### src/rtl/phy_pwr_seq.sv
module phy_pwr_seq #(
  parameter int RATE_W  = 32,
  parameter int PRE_US  = 3,
  parameter int CAL_US  = 50,
  parameter int LOCK_US = 50000
) (
  input  logic              clk,
  input  logic              rst_n,
  input  logic              req_valid,
  input  logic              req_on,
  input  logic [RATE_W-1:0] rate_hz,
  input  logic              us_tick,
  input  logic              cal_done_in,
  input  logic              dll_rdy_in,
  output logic              pwr_on,
  output logic              dll_en,
  output logic [1:0]        band,
  output logic              rate_warn,
  output logic              busy,
  output logic              done,
  output logic              err,
  output logic [1:0]        err_code
);
  localparam int MAXU  = (LOCK_US > CAL_US) ? ((LOCK_US > PRE_US) ? LOCK_US : PRE_US)
                                            : ((CAL_US > PRE_US) ? CAL_US : PRE_US);
  localparam int CNT_W = $clog2(MAXU + 2);

  typedef enum logic [2:0] {S_IDLE, S_OFF, S_PRE, S_CAL, S_BAND, S_DLL, S_LOCK} st_t;
  st_t st;

  logic [CNT_W-1:0] cnt;
  logic [1:0]       cal_sy, dll_sy;
  logic             is_on, rate_zero;
  logic [1:0]       band_p;
  logic [63:0]      r, nom, diff;
  logic [1:0]       band_c;
  logic             warn_c;

  assign r = 64'(rate_hz);

  always_comb begin
    if (r == 64'd0)                 begin band_c = 2'd0; nom = 64'd200_000_000; end
    else if (r < 64'd75_000_000)    begin band_c = 2'd1; nom = 64'd50_000_000;  end
    else if (r < 64'd125_000_000)   begin band_c = 2'd2; nom = 64'd100_000_000; end
    else if (r < 64'd175_000_000)   begin band_c = 2'd3; nom = 64'd150_000_000; end
    else                            begin band_c = 2'd0; nom = 64'd200_000_000; end
    diff   = (r > nom) ? r - nom : nom - r;
    warn_c = (r > 64'd200_000_000) || ((r > 64'd50_000_000) && (diff > 64'd15_000_000));
  end

  always_ff @(posedge clk or negedge rst_n) begin
    if (!rst_n) begin
      cal_sy <= '0;
      dll_sy <= '0;
    end else begin
      cal_sy <= {cal_sy[0], cal_done_in};
      dll_sy <= {dll_sy[0], dll_rdy_in};
    end
  end

  always_ff @(posedge clk or negedge rst_n) begin
    if (!rst_n) begin
      st <= S_IDLE; cnt <= '0; is_on <= 1'b0; rate_zero <= 1'b0; band_p <= '0;
      pwr_on <= 1'b0; dll_en <= 1'b0; band <= '0; rate_warn <= 1'b0;
      busy <= 1'b0; done <= 1'b0; err <= 1'b0; err_code <= '0;
    end else begin
      case (st)
        S_IDLE: if (req_valid) begin
          busy <= 1'b1; done <= 1'b0; err <= 1'b0; err_code <= '0;
          pwr_on <= 1'b0; dll_en <= 1'b0;
          is_on <= req_on; rate_zero <= (r == 64'd0); band_p <= band_c;
          if (req_on) rate_warn <= warn_c;
          st <= S_OFF;
        end
        S_OFF: begin
          cnt <= '0;
          if (is_on) st <= S_PRE;
          else begin busy <= 1'b0; done <= 1'b1; st <= S_IDLE; end
        end
        S_PRE: if (us_tick) begin
          if (cnt == CNT_W'(PRE_US)) begin
            pwr_on <= 1'b1; cnt <= '0; st <= S_CAL;
          end else cnt <= cnt + 1'b1;
        end
        S_CAL: begin
          if (cal_sy[1]) st <= S_BAND;
          else if (us_tick) begin
            if (cnt == CNT_W'(CAL_US - 1)) begin
              busy <= 1'b0; err <= 1'b1; err_code <= 2'd1; st <= S_IDLE;
            end else cnt <= cnt + 1'b1;
          end
        end
        S_BAND: begin
          band <= band_p; st <= S_DLL;
        end
        S_DLL: begin
          dll_en <= 1'b1; cnt <= '0;
          if (rate_zero) begin busy <= 1'b0; done <= 1'b1; st <= S_IDLE; end
          else st <= S_LOCK;
        end
        S_LOCK: begin
          if (dll_sy[1]) begin busy <= 1'b0; done <= 1'b1; st <= S_IDLE; end
          else if (us_tick) begin
            if (cnt == CNT_W'(LOCK_US - 1)) begin
              busy <= 1'b0; err <= 1'b1; err_code <= 2'd2; st <= S_IDLE;
            end else cnt <= cnt + 1'b1;
          end
        end
        default: st <= S_IDLE;
      endcase
    end
  end
endmodule

### config.mk
export PLATFORM = sky130hd
export DESIGN_NAME = phy_pwr_seq
export DESIGN_NICKNAME = d
export VERILOG_FILES = /design/src/rtl/phy_pwr_seq.sv
export SDC_FILE = /design/constraint.sdc
export NUM_CORES = 1
export LEC_CHECK = 0
export ABC_AREA = 1
export BUFFER_PORTS_ARGS = -buffer_cell sky130_fd_sc_hd__buf_2
export CORE_UTILIZATION = 25
export CTS_CLUSTER_DIAMETER = 200
export DETAILED_ROUTE_END_ITERATION = 6
export GPL_ROUTABILITY_DRIVEN = 0
export GPL_TIMING_DRIVEN = 0
export PLACE_DENSITY = 0.51
export SLEW_MARGIN = 0
export SYNTH_ARGS = -nofsm -noshare
export SYNTH_HDL_FRONTEND = slang
export SYNTH_SLANG_ARGS = --single-unit
### constraint.sdc
create_clock -name clk -period 2.6 [get_ports clk]
set_input_delay 0.13 -clock clk [delete_from_list [all_inputs] [get_ports clk]]
set_output_delay 0.13 -clock clk [all_outputs]
set_load 0.01 [all_outputs]
==> summary.md <==
### Floorplan
* **horizontal extent of the die** 154 µm
* **number of rows created at floorplan** 55
* **placeable core area** 22700 µm²
* **effective utilization at floorplan** 25.5%
* **die span in y** 154 µm
* **IO Pins** 49
* **Die Footprint** 23800 µm²

### Layout
* **most frequent standard cell in the layout excluding fill and tap cells** nand2_1
* **count of antenna diodes in the layout** 0
* **commonest non-fill, non-tap cells in the layout** 331 x nand2_1, 157 x inv_1, 114 x nor2_1, 90 x nand3_1, 43 x buf_4
* **synthesis-to-finish area growth** 28.6%
* **total number of nets in the final design** 1217
* **proportion of layout cells with a drive suffix above 1** 21.1%
* **post-route insts no fill** 1432

### Global routing
* **global-route wire length before repair** 35800 µm
* **antenna violations before repair** 0
* **overall track demand over capacity in global routing** 19.3%
* **largest net degree at the start of global routing** 38
* **GR Overflow Total** 0
* **via count of the first global-routing pass** 6671

### Logic synthesis
* **area share of the largest cell type after synthesis** 22.8%
* **average cell area after synthesis** 5.50 µm²
* **number of synthesized flops with an enable pin** 0
* **Async SR Flop Fraction** 100%
* **Post-Syn Instances** 1054
* **top cell type by total area after synthesis** nand2_1
* **synthesis-stage register bit count** 37
* **number of distinct library cells after synthesis** 53
* **number of nets produced by synthesis** 1125
* **flip-flop cell with the highest count after synthesis** dfrtp_1
* **largest cells by area after synthesis** nand2_1 23%, dfrtp_1 16%, inv_1 11%, nand3_1 8.7%, nor2_1 8.5%
* **post-synthesis instance area** 5800 µm²
* **sequential area share after synthesis** 16.0%
* **number of synthesis warnings** 0

### STA
* **Slew HR** 42.2%
* **Setup WS post-layout** -1.08 ns
* **Max Clk Rate** 272 MHz
* **fin crit period** 3.68 ns
* **post-route clock skew** 0.00826 ns
* **share of the cycle needed by the critical path after routing** 142%
* **unrepaired setup endpoints after global routing** yes
* **final-report max-slew violation count** 0
* **Final Hold Fails** 0
* **total negative slack** -1.08 ns
* **worst hold slack across all endpoints** 0.168 ns
* **Worst Max-Slew Pin Slew** 0.863 ns
* **number of endpoints failing setup at the final stage** 1

### Placement
* **detailed placer's ending HPWL** 18600 µm
* **count of buffers inserted at the top-level ports** 43
* **number of instances in the placed design** 1382

### Pwr
* **cell area power density** 424 nW/µm²
* **leakage dissipation** 3.91 nW
* **Max VDD drop** 0.447 mV

### Worst setup path
* **classification of the worst setup path** input port to flop
* **CP most frequent cell** nand2_2
* **worst path arrival time** 3.85 ns
* **launching element type of the critical path** input port
* **delay-heaviest family, CP** simple AND/OR/NAND/NOR gates
* **worst r2r src** cnt[0]
* **Largest stage delay, worst path** 0.45 ns
* **biggest fanout along the worst timing path** 5
* **crit path max-delay cell type** fa_2
* **FF-to-FF End** cnt[11]
* **FF-to-FF setup slack** 0.22 ns
* **length in cells of the worst reg-to-reg path** 13
* **Worst setup EP type** flop
* **CP bufs+invs** 5
* **data required time at the worst endpoint** 2.77 ns

### Detailed routing
* **total wire length** 22800 µm
* **Antenna Violating Nets Remaining** 0
* **total number of vias** 7007
* **via-per-instance ratio** 4.89
* **number of iterations in the first detailed-routing pass** 5
* **wire length per cell** 15.9 µm
* **DRC errors left** 0
* **DRC marker count from the first detailed-route iteration** 439

### Clocking
* **Clock transition at path regs** 0.06 ns
* **clock insertion delay at the later pin of the skew report** 0.28 ns
* **root buffer cell** clkbuf_16
* **clock tree from TritonCTS** yes
* **Clock Sinks** 37
* **Clock Path Buffers** 2
* **TritonCTS Buffers** 5
* **level count of the clock H-tree** 2

### Status
* **violations in the final reports** setup timing
* **result of the run** finished with violations

### Min path
* **Hold Crit Start** req_on
* **end point of the worst hold path** is_on
* **worst min-delay path class** input port to flop
* **Hold Crit Depth** 3

### Run
* **# Max-Cap Violations** 0

-- cell usage after synthesis, drive strengths merged (4+ instances only) --
| cell | n |
|---|---|
| nand4 | 26 |
| a21oi | 43 |
| o21ai | 28 |
| xor2 | 9 |
| nand3 | 102 |
| buf | 9 |
| dfrtp | 37 |
| inv | 175 |
| nor3b | 6 |
| nor4 | 8 |
| nand2 | 375 |
| nor3 | 17 |
| nor2 | 145 |
| o31ai | 4 |
| ha | 31 |
-- timing repair --
action	4_1_cts	5_1_grt
setup buffers	34	5
resized for setup	92	17
pin swaps	43	11
endpoints found under the setup margin	4	17
endpoints found under the hold margin	39	0
hold buffers	3	0
-- metrics by stage --
step	setup WS, ns	instance area (µm²)	power, mW	util [%]
after global placement	-2.27	6530	2.28	28.7
final	-1.08	7460	3.16	32.9
after CTS	-1.03	7350	3.09	32.4
after floorplan	-0.729	5960	1.82	-
after global routing	-1.29	7460	3.44	32.9
after detailed placement	-2.23	6530	2.28	28.7
-- metal layers --
metal / up-vias / global-route usage, % / part of all wire [%] / routed length, µm
met5: - / 0 / 0 / 0
met4: 0 / 8.06 / 4.2 / 963
met3: 47 / 1.54 / 4.7 / 1060
met2: 191 / 32.5 / 46 / 10400
met1: 3227 / 25.4 / 45 / 10300
li1: 3542 / - / - / -
-- report_power, final --
group | leakage [nW] | internal, mW | switching (mW)
logic | 3.35 | 0.604 | 1.06
clock network | 0.0800 | 0.454 | 0.244
registers | 0.483 | 0.708 | 0.0960
total | 3.91 | 1.76 | 1.40
-- registers in the layout (all words and copies together) (netlist names) --
| name | flops |
|---|---|
| err_code | 2 |
| rate_warn | 1 |
| busy | 1 |
| dll_sy | 2 |
| cal_sy | 2 |
| pwr_on | 1 |
| is_on | 1 |
| err | 1 |
| band_p | 2 |
| done | 1 |
| cnt | 16 |
| rate_zero | 1 |
| band | 2 |
| st | 3 |
| dll_en | 1 |
-- area by class of cell --
cell class                      instances  area (µm²)
Fill cell                            2532       15200
Multi-Input combinational cell        830        4660
Sequential cell                        37         926
Inverter                              176         689
Timing Repair Buffer                   85         578
Tap cell                              285         357
Clock buffer                            5         125
Buffer                                 11        82.6
Clock inverter                          3        46.3
-- worst max-delay path by stage --
stage           startpoint   endpoint  slack, ns  depth (start not counted)
2_1_floorplan  rate_hz[11]  rate_warn      -0.73                         29
3_3_place_gp   rate_hz[15]  rate_warn      -2.27                         30
3_5_place_dp   rate_hz[15]  rate_warn      -2.23                         30
4_1_cts         rate_hz[9]  rate_warn      -1.03                         30
5_1_grt        rate_hz[10]  rate_warn      -1.29                         30
6_report       rate_hz[20]  rate_warn      -1.08                         31
-- worst register-to-register path, stage by stage, from the launching register on --
cell,delay (ns)
dfrtp_1,0.42
ha_1,0.24
nand2_1,0.07
inv_1,0.04
nand2_1,0.09
nor4_2,0.07
nand2_1,0.08
nand4_1,0.09
a21oi_1,0.31
inv_1,0.14
nor2_1,0.23
clkbuf_2,0.30
a21oi_1,0.07
o21a_1,0.11
-- kinds of logic (layout without fill, tap and decap cells) --
family / count (synthesis) / in the layout / synth area share (%)
AND/OR/NAND/NOR: 687 / 687 / 52.4
buffers and inverters: 187 / 280 / 12.7
AO/OA/AOI/OAI: 100 / 100 / 10.2
flip-flops: 37 / 37 / 16.0
adder cells (fa/ha/maj): 32 / 32 / 7.03
XOR/XNOR: 10 / 10 / 1.51
multiplexers: 1 / 1 / 0.194
Note: power is estimated with default switching activity, not from simulation.
